[src/rtl/bsc_pkg.sv]
// Shared types for the binary synchronous receive controller.
// Assumes 8-bit characters; control codes are fixed per code set.
package bsc_pkg;

    typedef enum logic [2:0] {
        ST_HUNT = 3'd0,   // searching for sync
        ST_SYN1 = 3'd1,   // one sync seen, second needed
        ST_NORM = 3'd2,   // normal text
        ST_XPAR = 3'd3,   // transparent text
        ST_XDLE = 3'd4,   // transparent text after escape
        ST_PAD  = 3'd5    // awaiting closing pad
    } bsc_state_t;

    typedef struct packed {
        logic is_syn;
        logic is_dle;
        logic is_stx;
        logic is_term;    // ETX, ETB or ENQ
        logic is_eotnak;  // EOT or NAK
    } bsc_cls_t;

endpackage

[src/rtl/bsc_codec.sv]
// Classifies one received character against the control codes of the
// selected code set. Purely combinational; assumes W >= 8.
module bsc_codec #(
    parameter int W = 8
) (
    input  logic         cfg_ascii,
    input  logic [W-1:0] chr,
    output bsc_pkg::bsc_cls_t cls
);
    logic [7:0] c_syn, c_etb, c_enq, c_eot, c_nak;
    localparam logic [7:0] C_DLE = 8'h10;
    localparam logic [7:0] C_STX = 8'h02;
    localparam logic [7:0] C_ETX = 8'h03;

    // Select code-set dependent values.
    always_comb begin
        if (cfg_ascii) begin
            c_syn = 8'h16; c_etb = 8'h17; c_enq = 8'h05;
            c_eot = 8'h04; c_nak = 8'h15;
        end else begin
            c_syn = 8'h32; c_etb = 8'h26; c_enq = 8'h2D;
            c_eot = 8'h37; c_nak = 8'h3D;
        end
    end

    // Compare the character with each code.
    always_comb begin
        cls.is_syn    = (chr[7:0] == c_syn);
        cls.is_dle    = (chr[7:0] == C_DLE);
        cls.is_stx    = (chr[7:0] == C_STX);
        cls.is_term   = (chr[7:0] == C_ETX) || (chr[7:0] == c_etb) ||
                        (chr[7:0] == c_enq);
        cls.is_eotnak = (chr[7:0] == c_eot) || (chr[7:0] == c_nak);
    end
endmodule

[src/rtl/bsc_msg_fsm.sv]
// Message state machine: sync hunt, normal/transparent text, escape
// handling, end of message and closing-pad check. Registers one output
// per accepted byte. Assumes cfg inputs change only while hunting.
module bsc_msg_fsm #(
    parameter int W        = 8,
    parameter int PAD_ONES = 4
) (
    input  logic         clk,
    input  logic         rst_n,
    input  logic         cfg_two_syn,
    input  logic         cfg_strip_syn,
    input  logic         in_valid,
    input  logic [W-1:0] in_data,
    input  bsc_pkg::bsc_cls_t cls,
    output logic         out_valid,
    output logic [W-1:0] out_data,
    output logic         out_som,
    output logic         out_eom,
    output logic         out_xpar,
    output logic         out_pad_err,
    output logic         hunting
);
    import bsc_pkg::*;

    localparam logic [W-1:0] DLE_CHR = W'(8'h10);

    bsc_state_t st_q;
    logic       first_q;   // no byte output yet in this message
    logic       dle_q;     // last normal byte was escape

    // State, flags and registered output for each accepted byte.
    always_ff @(posedge clk) begin
        if (!rst_n) begin
            st_q        <= ST_HUNT;
            first_q     <= 1'b1;
            dle_q       <= 1'b0;
            out_valid   <= 1'b0;
            out_data    <= '0;
            out_som     <= 1'b0;
            out_eom     <= 1'b0;
            out_xpar    <= 1'b0;
            out_pad_err <= 1'b0;
        end else begin
            out_valid   <= 1'b0;
            out_som     <= 1'b0;
            out_eom     <= 1'b0;
            out_xpar    <= 1'b0;
            out_pad_err <= 1'b0;
            out_data    <= in_data;
            if (in_valid) begin
                case (st_q)
                    ST_HUNT: begin
                        first_q <= 1'b1;
                        dle_q   <= 1'b0;
                        if (cls.is_syn) st_q <= cfg_two_syn ? ST_SYN1 : ST_NORM;
                    end
                    ST_SYN1: st_q <= cls.is_syn ? ST_NORM : ST_HUNT;
                    ST_NORM: begin
                        if (!(cls.is_syn && (first_q || cfg_strip_syn))) begin
                            out_valid <= 1'b1;
                            out_som   <= first_q;
                            first_q   <= 1'b0;
                            dle_q     <= cls.is_dle;
                            if (cls.is_term) begin
                                out_eom <= 1'b1;
                                st_q    <= ST_HUNT;
                            end else if (cls.is_eotnak) begin
                                out_eom <= 1'b1;
                                st_q    <= ST_PAD;
                            end else if (cls.is_stx && dle_q) begin
                                st_q <= ST_XPAR;
                            end
                        end
                    end
                    ST_XPAR: begin
                        if (cls.is_dle) begin
                            st_q <= ST_XDLE;
                        end else begin
                            out_valid <= 1'b1;
                            out_xpar  <= 1'b1;
                        end
                    end
                    ST_XDLE: begin
                        st_q <= ST_XPAR;
                        if (!cls.is_syn) begin
                            out_valid <= 1'b1;
                            out_xpar  <= 1'b1;
                            out_data  <= cls.is_dle ? DLE_CHR : in_data;
                        end
                        if (cls.is_term) begin
                            out_eom <= 1'b1;
                            st_q    <= ST_HUNT;
                        end
                    end
                    ST_PAD: begin
                        out_pad_err <= ~&in_data[PAD_ONES-1:0];
                        st_q        <= ST_HUNT;
                    end
                    default: st_q <= ST_HUNT;
                endcase
            end
        end
    end

    // Hunt indication from the state register.
    assign hunting = (st_q == ST_HUNT) || (st_q == ST_SYN1);

    // a byte taken while hunting gives no output.
    p_hunt_silent_r2: assert property (@(posedge clk) disable iff (!rst_n)
        (hunting && in_valid) |=> !out_valid);
    // an idle cycle produces nothing.
    p_idle_quiet_r10: assert property (@(posedge clk) disable iff (!rst_n)
        !in_valid |=> !out_valid);
    // message marks only accompany a valid byte.
    p_marks_valid_r4: assert property (@(posedge clk) disable iff (!rst_n)
        (out_som || out_eom) |-> out_valid);
    // after a message end the block hunts or waits for the pad.
    p_eom_leaves_r4: assert property (@(posedge clk) disable iff (!rst_n)
        out_eom |-> (hunting || st_q == ST_PAD));
    // pad error is a single-cycle pulse followed by hunt.
    p_pad_pulse_r8: assert property (@(posedge clk) disable iff (!rst_n)
        out_pad_err |-> (hunting && !out_valid));
    // an escape state never survives a received byte.
    p_xdle_exit_r6: assert property (@(posedge clk) disable iff (!rst_n)
        (st_q == ST_XDLE && in_valid) |=> (st_q != ST_XDLE));
endmodule

[src/rtl/bisync_rx_ctl.sv]
// Top of the binary synchronous receive message controller: character
// classifier feeding the message state machine. Input bytes come from a
// character-synchronous receiver; outputs go to a message buffer.
module bisync_rx_ctl #(
    parameter int W        = 8,
    parameter int PAD_ONES = 4
) (
    input  logic         clk,
    input  logic         rst_n,
    input  logic         cfg_two_syn,
    input  logic         cfg_strip_syn,
    input  logic         cfg_ascii,
    input  logic         in_valid,
    input  logic [W-1:0] in_data,
    output logic         out_valid,
    output logic [W-1:0] out_data,
    output logic         out_som,
    output logic         out_eom,
    output logic         out_xpar,
    output logic         out_pad_err,
    output logic         hunting
);
    bsc_pkg::bsc_cls_t cls;

    bsc_codec #(.W(W)) codec_i (
        .cfg_ascii (cfg_ascii),
        .chr       (in_data),
        .cls       (cls)
    );

    bsc_msg_fsm #(.W(W), .PAD_ONES(PAD_ONES)) fsm_i (
        .clk           (clk),
        .rst_n         (rst_n),
        .cfg_two_syn   (cfg_two_syn),
        .cfg_strip_syn (cfg_strip_syn),
        .in_valid      (in_valid),
        .in_data       (in_data),
        .cls           (cls),
        .out_valid     (out_valid),
        .out_data      (out_data),
        .out_som       (out_som),
        .out_eom       (out_eom),
        .out_xpar      (out_xpar),
        .out_pad_err   (out_pad_err),
        .hunting       (hunting)
    );
endmodule

[config.mk]
export PLATFORM = sky130hd
export DESIGN_NAME = bisync_rx_ctl
export DESIGN_NICKNAME = d
export VERILOG_FILES = /design/src/rtl/bsc_pkg.sv /design/src/rtl/bsc_codec.sv /design/src/rtl/bsc_msg_fsm.sv /design/src/rtl/bisync_rx_ctl.sv
export SDC_FILE = /design/constraint.sdc
export NUM_CORES = 1
export LEC_CHECK = 0
export BUFFER_PORTS_ARGS = -buffer_cell sky130_fd_sc_hd__buf_2
export CORE_AREA = 10 10 50 60
export DETAILED_ROUTE_END_ITERATION = 8
export DIE_AREA = 0 0 60 70
export HOLD_SLACK_MARGIN = 0.02
export PLACE_DENSITY = 0.83
export REMOVE_ABC_BUFFERS = 1
export SLEW_MARGIN = 20
export SYNTH_ARGS = -nofsm -noshare
export SYNTH_HDL_FRONTEND = slang
export SYNTH_HIERARCHICAL = 1
export SYNTH_SLANG_ARGS = --single-unit
export TNS_END_PERCENT = 1
[constraint.sdc]
create_clock -name clk -period 6 [get_ports clk]
set_clock_uncertainty 0.15 [all_clocks]
set_input_delay 0.9 -clock clk [delete_from_list [all_inputs] [get_ports clk]]
set_output_delay 0.9 -clock clk [all_outputs]
set_load 0.005 [all_outputs]
==> out/results.tsv, run 1 <==
metric	value	unit
later-pin clock latency in the skew report	280	ps
IO Port Bufs	27	
first-pass GRT wire length	4090	um
Setup Fix Bufs, Post-CTS	0	
1st-pass router iterations	4	
GRT Util Overall	0.117	
Post-Route Setup TNS	0	ps
design area	1140	um2
Final #Nets	148	
final core utilization	0.588	
Std-Cell Rows	18	
final worst slack	3120	ps
Max Clk Rate	347	MHz
outcome	complete, no violations	
hpwl dp	1900	um
ys async rst share	0	
Vias	913	
CP Capture Type	flip-flop	
grt total ovfl	0	
dpl cell area	1100	um2
RSZ-0062 raised after global routing	false	
Clk pwr share	0.315	
Critical-path top delay cell	nor4_1	
largest delay contributor family on the critical path	simple AND/OR/NAND/NOR gates	
final hold vios	0	
Post-synth EDFFs	0	
Worst-Margin Slew	743	ps
library cells used by synthesis	42	
crit path DAT	2910	ps
Main synth FF type	dfxtp_1	
DRT Wirelength	2420	um
sequential-to-total area share from yosys stat	0.366	
CP bufs+invs	1	
Layout area overhead	15.6	%
worst-path maximum fanout	7	
min Tclk post-route	2880	ps
Critical Path, Cell by Cell	buf_2 > nor4_2 > nand2_1 > nor4_1 > nor4bb_4 > nor3b_4 > o31ai_2 > o221a_1	
Sink Count	18	
H-tree depth	1	
share of cells above drive strength 1	0.308	
synth warn	6	
Yosys reg bits	18	
Reg clk slew, reported paths	90	ps
Synth Area per Inst	9.20	um2
Power Dens Cells	195	nW/um2
post_cts resized	0	
die width	60	um
Final Setup Violations	0	
Switching Power	50.2	uW
mapped cell area	985	um2
switching part of the total power	0.226	
Gate power share	0.126	
initial antenna violation count	0	
Int Power	172	uW
commonest non-fill, non-tap cells in the layout	27 x buf_2, 18 x dfxtp_1, 12 x nor2_1	
worst hold path class	flip-flop to flip-flop	
Avg WL per Cell	15.8	um
Critical Path Source Type	primary input	
Cells after Synth	107	
1st-iter DRT viols	38	
DRT antenna net count	0	
Antenna Cells	0	
CTS tree	done	
period utilization	0.481	
relative slew slack	0.500	
via/cell ratio	5.97	
Leakage	0.449	nW
Max Root-Sink Buffers	2	
pre-CTS setup slack	2840	ps
Die ar.	4200	um2
max_cap viols	0	
peak supply drop	0.0000879	V
Die Ht	70	um
CP Class	primary input to flip-flop	
vias in the first global route	902	
Final Slew Violations	0	
total CTS buffers	3	
most common cell after layout, fill and taps aside	buf_2	
root buf cell	clkbuf_4	
Placer Congestion	0.832	
number of placed I/O pins	28	
pin count of the biggest net entering global routing	12	
Worst EP required	6020	ps
power share of the sequential group	0.560	
# DRC	0	
initial core utilization	0.508	
Hold Buf Count CTS	0	
Core Box Area	1940	um2
CP max stage delay	580	ps
worst min-delay path, cell delays in order (launching register included):
cell and delay (ps):
dfxtp_1 340, nand3_1 70, nor2_1 40
cell type report:
cell class	count	area [um2]
Clock buffer	4	36.3
Fill cell	189	798
Inverter	6	22.5
Multi-Input combinational cell	78	559
Sequential cell	18	360
Tap cell	20	25.0
Timing Repair Buffer	27	135
per-layer routing:
layer / wire [um] / up-vias / GRT usage
met2: 1270 / 37 / 0.189
met4: 35 / 0 / 0.0700
met1: 978 / 416 / 0.135
met5: 0 / - / 0
li1: - / 456 / -
met3: 140 / 4 / 0.0181
final timing paths:
check                              from                         end  slack [ps]  depth (start not counted)
min          fsm_i/first_q$_SDFFE_PN1P_    fsm_i/out_som$_SDFF_PP0_         330                          2
min reg2reg  fsm_i/first_q$_SDFFE_PN1P_    fsm_i/out_som$_SDFF_PP0_         330                          2
max reg2reg  fsm_i/st_q[0]$_SDFFE_PN0P_  fsm_i/st_q[1]$_SDFFE_PN0P_        4320                          4
max                          in_data[0]  fsm_i/st_q[1]$_SDFFE_PN0P_        3120                          8
stage by stage:
step	cells	total power, mW	hold slack [ps]
6_report	153	0.222	327
3_3_place_gp	149	0.154	301
4_1_cts	153	0.224	323
2_1_floorplan	102	0.139	284
3_5_place_dp	149	0.155	308
5_1_grt	153	0.234	361
power by group through the flow:
stage / Clock [mW] / Sequential, mW / Combinational (mW)
floorplan: 0 / 0.127 / 0.0119
global placement: 0 / 0.127 / 0.0266
detailed placement: 0 / 0.127 / 0.0275
CTS: 0.0719 / 0.124 / 0.0277
global route: 0.0787 / 0.125 / 0.0305
finish: 0.0699 / 0.124 / 0.0279
cell usage after synthesis (all sizes together), types with 2 or more instances:
cell	n	area, um2
nor3b	2	26.3
dfxtp	18	360
mux2	2	22.5
buf	5	42.5
nand2	3	11.3
and3b	2	17.5
nand4	3	18.8
a21oi	6	30.0
nor2	12	45.0
o2111ai	2	17.5
nor4	3	31.3
and2	7	43.8
nor3	3	15.0
o211ai	4	30.0
inv	6	22.5
nand3	6	30.0
o21ai	3	15.0
nor4b	3	32.5
flip-flops by register name, indices dropped and copies added, names as in the netlist:
signal and flops:
fsm_i/dle_q 1, fsm_i/out_xpar 1, fsm_i/out_eom 1, fsm_i/out_som 1, fsm_i/first_q 1, fsm_i/st_q 3, fsm_i/out_data 8, fsm_i/out_pad_err 1
fsm_i/out_valid 1
cell families (layout without fill, tap and decap cells):
family	after synthesis	in the layout	share of synthesized area
muxes	2	2	0.0229
and+or+nand+nor	53	53	0.367
buffers and inverters	11	37	0.0661
AOI/OAI and AO/OA	23	23	0.178
DFF	18	18	0.366
Note: power is estimated with default switching activity, not from simulation.
==> inputs of run 2 (changes only) <==
--- a/config.mk
+++ b/config.mk
@@ -5,12 +5,13 @@
 export SDC_FILE = /design/constraint.sdc
 export NUM_CORES = 1
 export LEC_CHECK = 0
+export ABC_AREA = 1
 export BUFFER_PORTS_ARGS = -buffer_cell sky130_fd_sc_hd__buf_2
-export CORE_AREA = 10 10 50 60
+export CORE_AREA = 10 10 52 62
 export DETAILED_ROUTE_END_ITERATION = 8
-export DIE_AREA = 0 0 60 70
+export DIE_AREA = 0 0 62 72
 export HOLD_SLACK_MARGIN = 0.02
-export PLACE_DENSITY = 0.83
+export PLACE_DENSITY = 0.78
 export REMOVE_ABC_BUFFERS = 1
 export SLEW_MARGIN = 20
 export SYNTH_ARGS = -nofsm -noshare
==> constraint.sdc (replaced) <==
create_clock -name clk -period 2.89 [get_ports clk]
set_clock_uncertainty 0.15 [all_clocks]
set_input_delay 0.4335 -clock clk [delete_from_list [all_inputs] [get_ports clk]]
set_output_delay 0.4335 -clock clk [all_outputs]
set_load 0.005 [all_outputs]
==> run 2 against run 1 <==
  * Register-to-register slack worse by 2900 ps
  * Final area is 5.7% higher
  * Total power grew to 3.5 times the previous value
  * Sequential share of layout area is 1.7 points lower
  * Global-route usage hardly changed
  * Routed wire length is 0.66% higher
  * Flip-flop and latch count stayed put
  * Core utilization is 0.055 points lower
  * Area after synthesis is 1.0% higher
  * First-iteration DRC count is 29% lower
  * Largest cell class unchanged
==> out/results.tsv, run 2 <==
metric	value	unit
H-tree depth	1	
1st-iter DRT viols	27	
Leakage	0.644	nW
Post-Route Setup TNS	0	ps
R2R Setup Slk	1400	ps
GRT Util Overall	0.116	
share of cells above drive strength 1	0.271	
Largest register FFs	8	
largest delay contributor family on the critical path	simple AND/OR/NAND/NOR gates	
Placer Congestion	0.915	
CP Depth	12	
Hold Buf Count CTS	0	
final hold vios	0	
Core Box Area	2050	um2
Hold Path Cell Cnt	3	
mapped cell area	995	um2
largest registers	fsm_i/out_data: 8 flops, fsm_i/st_q: 3 flops	
reg-to-reg startpoint	fsm_i/st_q[1]$_SDFFE_PN0P_	
Biggest register	fsm_i/out_data	
total CTS buffers	3	
R2R depth	6	
Final Setup Violations	0	
period utilization	0.641	
Std-Cell Rows	18	
number of placed I/O pins	28	
Antenna Cells	0	
pin count of the biggest net entering global routing	11	
hpwl dp	2020	um
Reg clk slew, reported paths	100	ps
initial core utilization	0.485	
design area	1200	um2
Worst-Margin Slew	465	ps
initial antenna violation count	0	
Post-synth top cells	41 x nand2_1, 25 x inv_1, 22 x nor2_1	
Final Slew Violations	0	
commonest non-fill, non-tap cells in the layout	41 x nand2_1, 27 x buf_2, 25 x inv_1	
HP Start	in_data[7]	
Power Dens Cells	653	nW/um2
crit path DAT	1900	ps
CP Class	primary input to flip-flop	
vias in the first global route	1014	
RSZ-0062 raised after global routing	false	
Critical Path, Cell by Cell	buf_2 > nor2_2 > nand2_4 > nor2_2 > nand3_2 > nor2_2 > o21ai_0 > o21a_2 > nand2_4 > nand2_1 > nand2_1 > nor2_2	
library cells used by synthesis	19	
# DRC	0	
DRT antenna net count	0	
largest area contributor in the netlist	dfxtp_1	
via/cell ratio	4.98	
Yosys top cell area share	0.362	
Layout area overhead	21.0	%
CP max stage delay	280	ps
Synth Area per Inst	6.34	um2
CP Launch Point	in_data[7]	
peak supply drop	0.000273	V
Worst EP required	2940	ps
most frequent cell after synthesis	nand2_1	
Critical Path Source Type	primary input	
Main synth FF type	dfxtp_1	
synth warn	6	
root buf cell	clkbuf_4	
Cells after DPL	214	
dpl cell area	1170	um2
CTS tree	done	
ys async rst share	0	
CP bufs+invs	1	
later-pin clock latency in the skew report	290	ps
IO Port Bufs	27	
Critical-path top delay cell	o21a_2	
most common cell after layout, fill and taps aside	nand2_1	
die width	62	um
Setup Fix Bufs, Post-CTS	0	
crit-path most repeated cell	nor2_2	
Avg WL per Cell	11.2	um
grt total ovfl	0	
Sink Count	18	
CP Capture Type	flip-flop	
post_cts resized	0	
min Tclk post-route	1850	ps
Yosys reg bits	18	
top post-synthesis cells by area	dfxtp_1 36%, nand2_1 15%, inv_1 9.4%	
sequential-to-total area share from yosys stat	0.362	
Max Clk Rate	540	MHz
Post-synth EDFFs	0	
max_cap viols	0	
Die ar.	4460	um2
worst hold path class	primary input to flip-flop	
Vias	1086	
DRT Wirelength	2440	um
Die Ht	72	um
Post-Layout Cell Count	218	
relative slew slack	0.687	
outcome	complete, no violations	
first-pass GRT wire length	4150	um
Max Root-Sink Buffers	2	
Final #Nets	203	
1st-pass router iterations	4	
worst-path maximum fanout	6	
Cells after Synth	157	
## run 2: cell count changes in the layout (fill, tap and decap cells not counted), sizes merged, moves of 4 or more
| cell | previous run | this run |
|---|---|---|
| nand2 | 3 | 46 |
| o211ai | 4 | 0 |
| nor2 | 12 | 32 |
| and2 | 7 | 0 |
| nand3 | 6 | 14 |
| inv | 6 | 28 |
## run 2: cell type report
type	count	area, um2
Fill cell	195	846
Multi-Input combinational cell	111	529
Sequential cell	18	360
Timing Repair Buffer	27	135
Inverter	28	105
Tap cell	30	37.5
Clock buffer	4	36.3
## run 2: per-stage QoR
| stage | util | worst slack [ps] | hold slack, ps | power [mW] |
|---|---|---|---|---|
| 2_1_floorplan | - | 1060 | 287 | 0.550 |
| 3_3_place_gp | 0.570 | 787 | 320 | 0.631 |
| 3_5_place_dp | 0.570 | 749 | 323 | 0.637 |
| 4_1_cts | 0.587 | 1070 | 205 | 0.792 |
| 5_1_grt | 0.587 | 934 | 218 | 0.862 |
| 6_report | 0.587 | 1040 | 214 | 0.786 |
## run 2: path summary, 6_finish.rpt
path | end
worst max-delay path | fsm_i/st_q[0]$_SDFFE_PN0P_
worst min-delay path | fsm_i/out_data[7]$_SDFF_PN0_
worst max register to register | fsm_i/out_data[1]$_SDFF_PN0_
worst min register to register | fsm_i/first_q$_SDFFE_PN1P_
## run 2: logic make-up after synthesis
kind of cell,Yosys count,synth area share
AOI/OAI and AO/OA,9,0.0503
buffers and inverters,28,0.106
DFF,18,0.362
and+or+nand+nor,102,0.482
## run 2: worst register-to-register path, stage by stage, from the launching register on
cell and delay [ps]:
dfxtp_1 400, nor2_1 160, inv_1 80, nor2_2 150, nand4_1 140, nand2_1 230
nor2_1 60
## run 2: power breakdown
part | total, mW | leakage, nW | internal (mW) | switching [mW]
Clock | 0.152 | 0.0210 | 0.0768 | 0.0757
Combinational | 0.313 | 0.475 | 0.115 | 0.198
Sequential | 0.320 | 0.148 | 0.282 | 0.0384
Total | 0.786 | 0.644 | 0.474 | 0.312
## run 2: layer usage
metal,share of wire,GRT usage,up-vias
met3,0.072,0.0261,6
li1,-,-,553
met4,0.027,0.0796,0
met5,0,0,-
met1,0.41,0.130,490
met2,0.49,0.187,37
==> inputs of run 3 (changes only) <==
==> constraint.sdc (replaced) <==
create_clock -name clk -period 1.8 [get_ports clk]
set_clock_uncertainty 0.15 [all_clocks]
set_input_delay 0.27 -clock clk [delete_from_list [all_inputs] [get_ports clk]]
set_output_delay 0.27 -clock clk [all_outputs]
set_load 0.005 [all_outputs]
==> run 3 against run 2 <==
  * Sequential power increased by 62%
  * Clock-buffer cell count stayed put
  * Critical path type unchanged
  * First-iteration DRC count rose by 96%
  * Sequential share of layout area fell by 3.0 points
  * Total power grew 69%
  * Final area up 11%
  * Critical path depth stayed put
  * Highest routed layer unchanged
==> out/results.tsv, run 3 (synthesis gave the netlist of run 2 again) <==
metric	value	unit
Reg clk slew, reported paths	120	ps
DRT antenna net count	0	
Worst EP required	1870	ps
Std-Cell Rows	18	
Final #Nets	220	
GRT Util Overall	0.132	
CTS tree	done	
1st-iter DRT viols	53	
min Tclk post-route	1600	ps
pin count of the biggest net entering global routing	11	
Largest register FFs	8	
total power	1.33	mW
Final Setup Violations	0	
Critical Path Source Type	primary input	
worst hold path class	primary input to flip-flop	
Max Clk Rate	626	MHz
Biggest register	fsm_i/out_data	
Placer Congestion	0.953	
final hold vios	0	
Core Box Area	2050	um2
Vias	1187	
Final Slew Violations	0	
Power Dens Cells	992	nW/um2
Hold Buf Count CTS	0	
Layout area overhead	34.3	%
RSZ-0062 raised after global routing	false	
first-pass GRT wire length	4640	um
Leakage	0.725	nW
worst-path maximum fanout	6	
CP max stage delay	280	ps
outcome	complete, no violations	
vias in the first global route	1152	
Worst-Margin Slew	362	ps
DRT Wirelength	2880	um
share of cells above drive strength 1	0.332	
# DRC	0	
Avg WL per Cell	12.2	um
total CTS buffers	3	
grt total ovfl	0	
fillers	184	
Sink Count	18	
Post-Route Setup TNS	0	ps
1st-pass router iterations	5	
later-pin clock latency in the skew report	310	ps
Antenna Cells	0	
Die ar.	4460	um2
Die Ht	72	um
CP Capture Type	flip-flop	
worst hold slack	60.3	ps
period utilization	0.888	
root buf cell	clkbuf_4	
largest delay contributor family on the critical path	simple AND/OR/NAND/NOR gates	
max_cap viols	0	
H-tree depth	1	
Critical-path top delay cell	nor4_1	
CP bufs+invs	3	
relative slew slack	0.756	
Setup Fix Bufs, Post-CTS	0	
die width	62	um
via/cell ratio	5.05	
largest registers	fsm_i/out_data: 8 flops, fsm_i/st_q: 3 flops	
initial core utilization	0.485	
crit path DAT	1670	ps
peak supply drop	0.000492	V
Max Root-Sink Buffers	2	
CP Class	primary input to flip-flop	
IO Port Bufs	27	
initial antenna violation count	0	
commonest non-fill, non-tap cells in the layout	41 x nand2_1, 27 x buf_2, 25 x inv_1	
most common cell after layout, fill and taps aside	nand2_1	
hpwl dp	2210	um
number of placed I/O pins	28	
Critical Path, Cell by Cell	buf_2 > inv_1 > nand2_1 > buf_4 > nor4_1 > nand2_1 > nand3_1 > nor2_1 > nor2_2 > nand2_4 > nor2_1 > nor2_2	
run 3: changes by cell type in the layout (fill, tap and decap cells not counted):
cell,previous run,this run
buf_4,0,17
nor2_4,0,1
nor2_2,10,9
run 3: power breakdown:
part,switching [mW],total (mW),internal (mW)
sequential,0.0650,0.518,0.453
combinational,0.349,0.548,0.200
clock,0.135,0.259,0.123
total,0.549,1.33,0.776
run 3: final timing paths:
check	start	endpoint	slack, ps	depth (start not counted)
setup reg to reg	fsm_i/st_q[1]$_SDFFE_PN0P_	fsm_i/out_data[1]$_SDFF_PN0_	240	6
setup / recovery	in_data[3]	fsm_i/st_q[1]$_SDFFE_PN0P_	200	12
hold / removal	in_data[6]	fsm_i/out_data[6]$_SDFF_PN0_	60	3
hold reg to reg	fsm_i/first_q$_SDFFE_PN1P_	fsm_i/first_q$_SDFFE_PN1P_	350	2
run 3: what timing repair did:
item / 4_1_cts / 5_1_grt
endpoints found under the hold margin: 0 / 0
setup endpoints to repair: 0 / 1
gates resized for setup: 0 / 1
run 3: per-stage QoR:
stage | util | area [um2] | cells | setup WS (ps)
2_1_floorplan | - | 995 | 157 | 134
3_3_place_gp | 0.632 | 1290 | 231 | -54.1
3_5_place_dp | 0.632 | 1290 | 231 | -102
4_1_cts | 0.650 | 1330 | 235 | 214
5_1_grt | 0.652 | 1340 | 235 | 71.7
6_report | 0.652 | 1340 | 235 | 202
run 3: cell type report:
cell class | instances | area (um2) | area share
sequential | 18 | 360 | 0.270
inverter | 28 | 105 | 0.0787
multi-input combinational | 111 | 534 | 0.400
tap | 30 | 37.5 | 0.0281
clock buffer | 4 | 36.3 | 0.0272
timing repair buffer | 44 | 263 | 0.197
run 3: metal layers:
layer	global-route usage	wire [um]	up-vias
met1	0.132	1140	533
met4	0.0896	91	0
met3	0.0209	199	9
met2	0.235	1450	60
met5	0	0	-
li1	-	-	585
run 3: worst register-to-register path, cell delays in order, from the launching register on:
cell and delay (ps):
dfxtp_1 410, nor2_1 200, inv_1 100, nor2_2 170
nand4_1 140, nand2_1 220, nor2_1 70
